<file path="src/rtl/shp_pkg.sv">
package shp_pkg;
  localparam int BUS_AW = 26;
  localparam int QIDX_LSB = 16;
  localparam int DATA_W = 64;
  localparam int EN_BIT = 0;
  localparam int VLD_BIT = 32;
  localparam int PEND_BIT = 48;

  localparam logic [2:0] LVL_MDQ = 3'd0;
  localparam logic [2:0] LVL_TOP = 3'd4;

  localparam logic [11:0] SUB_CRATE = 12'h010;
  localparam logic [11:0] SUB_PRATE = 12'h020;
  localparam logic [11:0] SUB_XOFF  = 12'h030;
  localparam logic [11:0] SUB_STAT  = 12'h040;

  typedef enum logic [3:0] {
    S_IDLE, S_RD_OLD, S_DECIDE, S_WR_DIRECT, S_DIS_XOFF, S_DIS_ZERO,
    S_DIS_WAIT, S_EN_XOFF, S_POLL_RD, S_POLL_GAP, S_EN_WR, S_XON, S_RESP
  } shp_state_e;

  function automatic logic [15:0] reg_off(input logic [2:0] lvl, input logic [11:0] sub);
    return {1'b0, lvl, sub};
  endfunction
endpackage

</file>
<file path="src/rtl/shp_cycle_timer.sv">
module shp_cycle_timer #(
  parameter int LIMIT = 16
) (
  input  logic clk,
  input  logic rst_n,
  input  logic load,
  output logic done
);
  localparam int W = (LIMIT < 1) ? 1 : $clog2(LIMIT + 1);

  logic [W-1:0] count;

  always_ff @(posedge clk) begin
    if (!rst_n)             count <= '0;
    else if (load)          count <= W'(LIMIT);
    else if (count != '0)   count <= count - W'(1);
  end

  assign done = (count == '0);

  AST_TIMER_RELOAD: assert property (@(posedge clk) disable iff (!rst_n)
    load |=> (count == W'(LIMIT)));
endmodule

</file>
<file path="src/rtl/shp_reg_classify.sv">
module shp_reg_classify
  import shp_pkg::*;
(
  input  logic [2:0]        level,
  input  logic [BUS_AW-1:0] addr,
  output logic              is_rate,
  output logic              has_status,
  output logic [BUS_AW-1:0] xoff_addr,
  output logic [BUS_AW-1:0] stat_addr
);
  logic [15:0] off;
  logic [9:0]  qidx;
  logic        lvl_ok;
  logic        lvl_mid;

  assign off  = addr[QIDX_LSB-1:0];
  assign qidx = addr[BUS_AW-1:QIDX_LSB];

  always_comb begin
    lvl_ok  = (level <= LVL_TOP);
    lvl_mid = (level < LVL_TOP);
    is_rate = (lvl_ok  && off == reg_off(level, SUB_CRATE)) ||
              (lvl_mid && off == reg_off(level, SUB_PRATE));
    has_status = lvl_ok && (level != LVL_MDQ);
    xoff_addr  = {qidx, reg_off(level, SUB_XOFF)};
    stat_addr  = {qidx, reg_off(level, SUB_STAT)};
  end
endmodule

</file>
<file path="src/rtl/shaper_upd_seq.sv">
module shaper_upd_seq
  import shp_pkg::*;
#(
  parameter int REQ_AW     = 32,
  parameter int CYC_PER_US = 125,
  parameter int SETTLE_US  = 4,
  parameter int TIMEOUT_US = 10000,
  parameter int POLL_GAP   = 4
) (
  input  logic              clk,
  input  logic              rst_n,
  input  logic              toggle_wait_en,
  input  logic              req_valid,
  output logic              req_ready,
  input  logic [2:0]        req_level,
  input  logic [REQ_AW-1:0] req_addr,
  input  logic [63:0]       req_data,
  input  logic [63:0]       req_keep,
  output logic              rsp_valid,
  input  logic              rsp_ready,
  output logic              rsp_err,
  output logic              bus_req,
  output logic              bus_we,
  output logic [25:0]       bus_addr,
  output logic [63:0]       bus_wdata,
  input  logic              bus_ack,
  input  logic [63:0]       bus_rdata
);
  localparam int SETTLE_CYC  = CYC_PER_US * SETTLE_US;
  localparam int TIMEOUT_CYC = CYC_PER_US * TIMEOUT_US;

  shp_state_e        state;
  logic [2:0]        lvl_q;
  logic [BUS_AW-1:0] addr_q;
  logic [63:0]       new_q;
  logic [63:0]       keep_q;
  logic [63:0]       old_q;
  logic [63:0]       merged;
  logic              err_q;
  logic              guard_q;

  logic              is_rate;
  logic              has_status;
  logic [BUS_AW-1:0] xoff_addr;
  logic [BUS_AW-1:0] stat_addr;

  logic settle_load, settle_done;
  logic tmo_load, tmo_done;
  logic gap_load, gap_done;
  logic poll_ok;
  logic guarded;
  logic unused_addr_hi;

  generate
    if (REQ_AW > BUS_AW) begin : g_hi
      assign unused_addr_hi = ^req_addr[REQ_AW-1:BUS_AW];
    end else begin : g_no_hi
      assign unused_addr_hi = 1'b0;
    end
  endgenerate

  shp_reg_classify u_cls (
    .level      (lvl_q),
    .addr       (addr_q),
    .is_rate    (is_rate),
    .has_status (has_status),
    .xoff_addr  (xoff_addr),
    .stat_addr  (stat_addr)
  );

  shp_cycle_timer #(.LIMIT(SETTLE_CYC)) u_settle (
    .clk(clk), .rst_n(rst_n), .load(settle_load), .done(settle_done));
  shp_cycle_timer #(.LIMIT(TIMEOUT_CYC)) u_tmo (
    .clk(clk), .rst_n(rst_n), .load(tmo_load), .done(tmo_done));
  shp_cycle_timer #(.LIMIT(POLL_GAP)) u_gap (
    .clk(clk), .rst_n(rst_n), .load(gap_load), .done(gap_done));

  assign merged  = (old_q & keep_q) | (new_q & ~keep_q);
  assign guarded = toggle_wait_en && is_rate && (old_q[EN_BIT] != merged[EN_BIT]);
  assign poll_ok = bus_rdata[VLD_BIT] || !bus_rdata[PEND_BIT];

  assign settle_load = (state == S_DIS_ZERO) && bus_ack;
  assign tmo_load    = (state == S_EN_XOFF) && bus_ack && has_status;
  assign gap_load    = (state == S_POLL_RD) && bus_ack && !poll_ok && !tmo_done;

  assign req_ready = (state == S_IDLE);
  assign rsp_valid = (state == S_RESP);
  assign rsp_err   = err_q;

  always_comb begin
    bus_req   = 1'b1;
    bus_we    = 1'b1;
    bus_addr  = addr_q;
    bus_wdata = '0;
    unique case (state)
      S_RD_OLD:    bus_we = 1'b0;
      S_WR_DIRECT: bus_wdata = merged;
      S_DIS_XOFF,
      S_EN_XOFF: begin
        bus_addr  = xoff_addr;
        bus_wdata = 64'd1;
      end
      S_DIS_ZERO:  bus_wdata = '0;
      S_POLL_RD: begin
        bus_we   = 1'b0;
        bus_addr = stat_addr;
      end
      S_EN_WR:     bus_wdata = merged;
      S_XON:       bus_addr = xoff_addr;
      default: begin
        bus_req = 1'b0;
        bus_we  = 1'b0;
      end
    endcase
  end

  always_ff @(posedge clk) begin
    if (!rst_n) begin
      state   <= S_IDLE;
      lvl_q   <= '0;
      addr_q  <= '0;
      new_q   <= '0;
      keep_q  <= '0;
      old_q   <= '0;
      err_q   <= 1'b0;
      guard_q <= 1'b0;
    end else begin
      unique case (state)
        S_IDLE: if (req_valid) begin
          lvl_q   <= req_level;
          addr_q  <= req_addr[BUS_AW-1:0];
          new_q   <= req_data;
          keep_q  <= req_keep;
          err_q   <= 1'b0;
          guard_q <= 1'b0;
          state   <= S_RD_OLD;
        end
        S_RD_OLD: if (bus_ack) begin
          old_q <= bus_rdata;
          state <= S_DECIDE;
        end
        S_DECIDE: begin
          guard_q <= guarded;
          if (!guarded)             state <= S_WR_DIRECT;
          else if (!merged[EN_BIT]) state <= S_DIS_XOFF;
          else                      state <= S_EN_XOFF;
        end
        S_WR_DIRECT: if (bus_ack) state <= S_RESP;
        S_DIS_XOFF:  if (bus_ack) state <= S_DIS_ZERO;
        S_DIS_ZERO:  if (bus_ack) state <= S_DIS_WAIT;
        S_DIS_WAIT:  if (settle_done) state <= S_XON;
        S_EN_XOFF:   if (bus_ack) state <= has_status ? S_POLL_RD : S_EN_WR;
        S_POLL_RD: if (bus_ack) begin
          if (poll_ok) state <= S_EN_WR;
          else if (tmo_done) begin
            err_q <= 1'b1;
            state <= S_XON;
          end else state <= S_POLL_GAP;
        end
        S_POLL_GAP: if (gap_done) state <= S_POLL_RD;
        S_EN_WR:    if (bus_ack) state <= S_XON;
        S_XON:      if (bus_ack) state <= S_RESP;
        S_RESP:     if (rsp_ready) state <= S_IDLE;
        default:    state <= S_IDLE;
      endcase
    end
  end

  // Tracks whether the guarded sequence left a queue parked.
  logic xoff_held;
  always_ff @(posedge clk) begin
    if (!rst_n) xoff_held <= 1'b0;
    else if (guard_q && bus_req && bus_ack && bus_we && bus_addr == xoff_addr)
      xoff_held <= bus_wdata[0];
  end

  AST_BUS_HOLD: assert property (@(posedge clk) disable iff (!rst_n)
    (bus_req && !bus_ack) |=> (bus_req && $stable(bus_addr) && $stable(bus_we) && $stable(bus_wdata)));
  AST_RSP_HOLD: assert property (@(posedge clk) disable iff (!rst_n)
    (rsp_valid && !rsp_ready) |=> (rsp_valid && $stable(rsp_err)));
  AST_ONE_IN_FLIGHT: assert property (@(posedge clk) disable iff (!rst_n)
    (req_valid && req_ready) |=> !req_ready);
  AST_XOFF_RELEASED: assert property (@(posedge clk) disable iff (!rst_n)
    rsp_valid |-> !xoff_held);
  AST_NO_RATE_WRITE_ON_TMO: assert property (@(posedge clk) disable iff (!rst_n)
    (err_q && bus_req && bus_we) |-> (bus_addr != addr_q));
endmodule

</file>
<file path="config.mk">
export PLATFORM = sky130hd
export DESIGN_NAME = shaper_upd_seq
export DESIGN_NICKNAME = d
export VERILOG_FILES = /design/src/rtl/shp_pkg.sv /design/src/rtl/shp_cycle_timer.sv /design/src/rtl/shp_reg_classify.sv /design/src/rtl/shaper_upd_seq.sv
export SDC_FILE = /design/constraint.sdc
export NUM_CORES = 1
export LEC_CHECK = 0
export BUFFER_PORTS_ARGS = -buffer_cell sky130_fd_sc_hd__buf_2
export CAP_MARGIN = 0
export CELL_PAD_IN_SITES_DETAIL_PLACEMENT = 0
export CELL_PAD_IN_SITES_GLOBAL_PLACEMENT = 2
export CORE_MARGIN = 2
export CORE_UTILIZATION = 32
export DETAILED_ROUTE_END_ITERATION = 7
export MAX_ROUTING_LAYER = met4
export PLACE_DENSITY_LB_ADDON = 0.1
export SLEW_MARGIN = 30
export SYNTH_ARGS = -nofsm -noshare
export SYNTH_HDL_FRONTEND = slang
export SYNTH_HIERARCHICAL = 1
export SYNTH_SLANG_ARGS = --single-unit
</file>
<file path="constraint.sdc">
create_clock -name clk -period 6.44 [get_ports clk]
set_input_delay 0.322 -clock clk [delete_from_list [all_inputs] [get_ports clk]]
set_output_delay 0.322 -clock clk [all_outputs]
set_load 0.01 [all_outputs]
</file>
[Word-level counts from Yosys, hierarchy flattened]
Index checks and enable logic that the tools add are counted.
Word-level totals
  memory bits (read-only): 0
  bits in writable memories: 0
  bits in registers: 259
  latch bits: 0
  output and inout port bits: 95
  bits of input ports: 233
  memories kept: 0
Operators by class
  multiply operators: 0
  div/mod/pow operators: 0
  shift operators: 0
  equality and inequality tests: 28
  reductions and logical operators: 41
  $lt $le $gt $ge: 2
  add/sub/neg operators: 3
  bitwise gates (word level): 5
  multiplexer cells: 32
Operator list (number)
  64-bit bitwise AND: 2
  64-bit case mux with 2 select lines: 1
  64-bit inverter: 1
  64-bit OR: 1
  4-bit case mux with 12 select lines: 1
  4-bit 2-to-1 mux: 11
  21-bit 2-to-1 mux: 2
  16-bit by 15-bit == test with 1-bit output: 2
  16-bit case mux with 2 select lines: 1
  2-bit != test (second input constant): 11
  21-bit zero test: 1
  21-bit nonzero test: 1
  21-bit by 1-bit subtractor with 21-bit output (second input constant): 1
  4-bit == test (second input constant): 5
  9-bit 2-to-1 mux: 2
  4-bit by 3-bit == test with 1-bit output (second input constant): 4
  2-bit OR reduction: 6
  1-bit logical AND: 11
  11-bit AND reduction: 1
  9-bit zero test: 1
  3-bit 2-to-1 mux: 3
  9-bit nonzero test: 1
  9-bit by 1-bit subtractor with 9-bit output (second input constant): 1
  4-bit by 2-bit == test with 1-bit output (second input constant): 2
  other kinds (21): 38

[Logic depth before layout (Yosys ltp)]
  depth in word-level cells: 7
  gate-level depth with buffers: 10
  gate-level depth less buffers: 10

[By module]
The synthesis kept the hierarchy.
By module, submodules not included
  shaper_upd_seq: cells each 1262, area each 9654.3 µm², instances 1
  shp_cycle_timer at u_tmo: cells each 116, area each 1069.8 µm², instances 1
  shp_reg_classify: cells each 66, area each 498.0 µm², instances 1
  shp_cycle_timer at u_settle: cells each 48, area each 450.4 µm², instances 1
  shp_cycle_timer at u_gap: cells each 17, area each 166.4 µm², instances 1

[Worst setup path before layout]
OpenSTA, ideal clock, no wires.
  path kind: register to register
  start point: reg lvl_q[0]
  end point: reg state[1]
  setup slack: 4.161 ns
  stages on the path, launching flop included: 10
  clock period less this slack: 2.279 ns
  required time: 6.318 ns
  setup time: 0.122 ns
  buffers on the path: 0
  arrival time: 2.158 ns
  cell sequence: dfxtp_1 > or2_2 > ha_1 > nor3b_1 > o211ai_1 > nor4_2 > nand3b_1 > o311ai_0 > nand2_1 > o311a_1
Between the ends
  longest elaborated chain between the ends: 7
  elaborated cells on any way between the ends: 15
  classes of those cells: order compare: 2; eq/ne: 2; mux: 4; reduce/logical: 7
Ends and longest elaborated chain
  from (decl): RTL line shaper_upd_seq.sv:33  | logic [2:0] lvl_q;
  from (signal assigned): RTL line shaper_upd_seq.sv:130  | lvl_q <= req_level;
  3-bit less-or-equal comparator (tied with other cells): RTL line shp_reg_classify.sv:20  | lvl_ok = (level <= LVL_TOP);
  1-bit logical AND (on tied branches): RTL line shp_reg_classify.sv:22, shp_reg_classify.sv:23
  1-bit logical OR *: RTL line shp_reg_classify.sv:22  | is_rate = (lvl_ok && off == reg_off(level, SUB_CRATE)) ||
  named net is_rate: RTL line shaper_upd_seq.sv:42  | logic is_rate;
  1-bit logical AND * (2 in a row): RTL line shaper_upd_seq.sv:79  | assign guarded = toggle_wait_en && is_rate && (old_q[EN_BIT] != merged[EN_BIT]);
  3-bit 2-to-1 mux *: RTL line shaper_upd_seq.sv:144  | if (!guarded) state <= S_WR_DIRECT;
  4-bit case mux with 12 select lines *: RTL line shaper_upd_seq.sv:128  | unique case (state)
  to (signal assigned): RTL line shaper_upd_seq.sv:152  | S_EN_XOFF: if (bus_ack) state <= has_status ? S_POLL_RD : S_EN_WR;
  to (decl): RTL line shaper_upd_seq.sv:32  | shp_state_e state;
Mark *: on every way through the listed nets, which the timed path passes. The rest lies on a longest branch. The select of a mux whose other input is x is not followed.
A chain may end at the register's enable or synchronous reset.

[Worst setup path in the final report]
  start point: reg state[1]
  end point: out bus_addr[14]
Between the ends
  longest elaborated chain between the ends: 3
  elaborated cells on any way between the ends: 6
  classes of those cells: eq/ne: 4; mux: 1; reduce/logical: 1
Ends and longest elaborated chain
  4-bit by 3-bit == test with 1-bit output / 4-bit == test (equally long branches): RTL line shaper_upd_seq.sv:95  | unique case (state)
  3-bit OR reduction (no line)
  16-bit case mux with 2 select lines *: RTL line shaper_upd_seq.sv:95
  to (decl): RTL line shaper_upd_seq.sv:24  | output logic [25:0] bus_addr,
Every way passes the cells marked *; elsewhere a longest branch is shown, timed or not.

==> impl_metrics.ini <==
[sta]
setup_viol = 0
slew_violations = 0
rsz0062_at_grt = no
hold_viol = 0
tightest_slew_ps = 936
fmax_mhz = 292
relSlewSlack_pct = 37.6
clock_skew_ps = 12.2
min_period_over_period_pct = 53.1
tns_ps = 0
finalCriticalPeriod_ps = 3420
worst_slack_ps = 3020

[finish]
design_area_mm2 = 0.0166
syn2layout_area_growth_pct = 40.4
drive_gt1_share_pct = 20.6
fin_cells = 2466
fill_cells = 3831
nets = 2208

[routing]
wl_per_cell_um = 15.7
ant_nets = 0
first_pass_iters = 5
drc = 0
wl_um = 38800
vias = 11600
viasPerCell = 4.69
drt_iter0_markers = 474

[synthesis]
ys.warnings.count = 6
synth_top_area_cell = dfxtp_1
synthTopCellsByArea = dfxtp_1 44%, nand2_1 16%, a21oi_1 6.9%, mux2i_1 5.4%, buf_4 3.4%
synth_top_area_share_pct = 43.8
syn_inst = 1509
async_flop_share_pct = 0
syn_area_mm2 = 0.0118
synth.yosys.seq_area_share_pct = 43.8
synth_edf_count = 0
synthFlopType = dfxtp_1
yosysMostFrequentCell = nand2_1
synth_seq_cells = 259
synth_cell_types = 74
netlist_top_cells_count = 509 x nand2_1, 259 x dfxtp_1, 163 x a21oi_1
syn_area_per_cell_um2 = 7.85

[global_routing]
grt_pass1_wl_um = 62000
antenna_found_initial = 5
grt-ovfl-total = 0
grt_pass1_vias = 11600
grt_max_degree = 78
grt_usage_pct = 20.4

[pwr]
power.leakage_uw = 0.00683
power_frac_comb_pct = 34.5
swShare_pct = 37.1
p_int_uw = 3840
power_frac_clock_pct = 28.8
seq_power_share_pct = 36.7
p_sw_uw = 2260
p_per_area_mw_per_mm2 = 367
vdd_drop_max_v = 0.000226

[setup_path]
crit_type = reg2out
rr_worst_depth = 6
reg2reg_to = keep_q[14]$_SDFFE_PN0P_
r2r_start = state[3]$_SDFFE_PN0P_
cp-startpoint = state[1]$_SDFFE_PN0P_
cp-end-kind = output port
critPathMaxFanout = 27
startpoint_type = flip-flop
arrival_ps = 3100
reg2reg_slack_ps = 3700
critPathCapture = bus_addr[14]
critPathRequiredTime_ps = 6120

[floorplan]
die_x_um = 196
start_util_pct = 32.4
io-pin-count = 328
die_y_um = 196
die-area_mm2 = 0.0386
core_mm2 = 0.0365
rows = 70

[place]
placed_area_mm2 = 0.0134
place_inst = 2190
hpwlAfterDp_um = 24300
place.port_buffers = 321
dpl_worst_slack_ps = 3580
place_congestion = 0.777

[cts]
cts.clk_slew.worst_paths_ps = 60
clock_path_buffers = 3
cts_resized = 0
clock_latency_ps = 570
clock_tree.root_cell = clkbuf_16
ctsHtreeMaxLevel = 1
cts_tree = done
numCtsBuffers = 31
cts.sinks = 259

[run]
max_cap_viol_count = 0

[outcome]
status = complete, no violations

[hold_path]
hp-class = in2reg
[layout by cell type (no fill, tap or decap), types with 9 or more instances in the layout]
master           n
a21boi_1        44
xor2_1          14
clkbuf_8        11
dfxtp_1        259
o21ai_0          9
buf_4           13
mux2i_1         64
inv_1           15
conb_1          26
clkbuf_16       31
a22oi_1         26
nand2_1        507
dlygate4sd3_1  214
a21boi_0        33
buf_2          321
clkbuf_1         9
a21oi_1        163
nor2_1          83
[routing by layer]
metal  vias up  global-route usage, %  wire (um)
li1       5890                      -          -
met1      5379                   26.2      17700
met2       257                   33.8      18400
met3        41                   3.76       2070
met4         0                   4.04        645
met5         -                      -          0
[through the flow]
stage	util [%]	total power, uW	hold slack, ps
global placement	36.8	4270	441
global route	45.5	6560	15.1
CTS	45.5	6190	2.07
floorplan	-	3740	434
detailed placement	36.8	4300	446
finish	45.5	6100	35.9
[registers in the layout (all words and copies together) (netlist names)]
name / cells
keep_q: 64
lvl_q: 3
u_tmo/count: 21
old_q: 64
new_q: 64
state: 4
addr_q: 26
rsp_err: 1
u_gap/count: 3
u_settle/count: 9
[worst min-delay path by stage]
| stage | startpoint | endpoint | cells after the start |
|---|---|---|---|
| 2_1_floorplan | new_q[52]$_SDFFE_PN0P_ | new_q[52]$_SDFFE_PN0P_ | 2 |
| 3_3_place_gp | new_q[63]$_SDFFE_PN0P_ | new_q[63]$_SDFFE_PN0P_ | 2 |
| 3_5_place_dp | new_q[58]$_SDFFE_PN0P_ | new_q[58]$_SDFFE_PN0P_ | 2 |
| 4_1_cts | req_data[62] | new_q[62]$_SDFFE_PN0P_ | 3 |
| 5_1_grt | req_data[62] | new_q[62]$_SDFFE_PN0P_ | 3 |
| 6_report | req_data[62] | new_q[62]$_SDFFE_PN0P_ | 3 |
[cell families after synthesis]
family	Yosys count	share of synthesized area, %
AND/OR/NAND/NOR	671	23.7
adder cells (fa/ha/maj)	6	0.634
AO/OA/AOI/OAI	324	17.4
other	2	0.0634
XOR/XNOR	19	1.41
buffers and inverters	162	7.36
multiplexers	66	5.60
flip-flops	259	43.8
[layout make-up]
type / count / area, um2 / area share [%]
Antenna cell: 5 / 12.5 / 0.0753
Clock buffer: 51 / 961 / 5.78
Clock inverter: 6 / 72.6 / 0.437
Inverter: 17 / 66.3 / 0.399
Multi-Input combinational cell: 1112 / 5890 / 35.4
Sequential cell: 259 / 5180 / 31.2
Tap cell: 468 / 586 / 3.52
Timing Repair Buffer: 548 / 3850 / 23.1
[repair_timing]
action | in CTS | in global routing
setup buffers | 0 | 0
hold buffers | 214 | 0
hold endpoints to repair | 214 | 0
setup endpoints to repair | 0 | 0
[worst max-delay path: stages (launching register included)]
cell	delay, ps
dfxtp_1	820
nor2b_1	410
o41ai_4	110
buf_4	260
nor2_2	270
buf_4	330
nand2_1	90
nand2_1	80
buf_2	140
[power groups by stage]
stage          registers (uW)  logic, uW  clock network [uW]
5_1_grt                  2300       2380                1880
3_3_place_gp             2270       2000                   0
6_report                 2240       2110                1760
2_1_floorplan            2170       1570                   0
3_5_place_dp             2270       2020                   0
4_1_cts                  2240       2130                1820
Power figures use the tool's default switching activity.
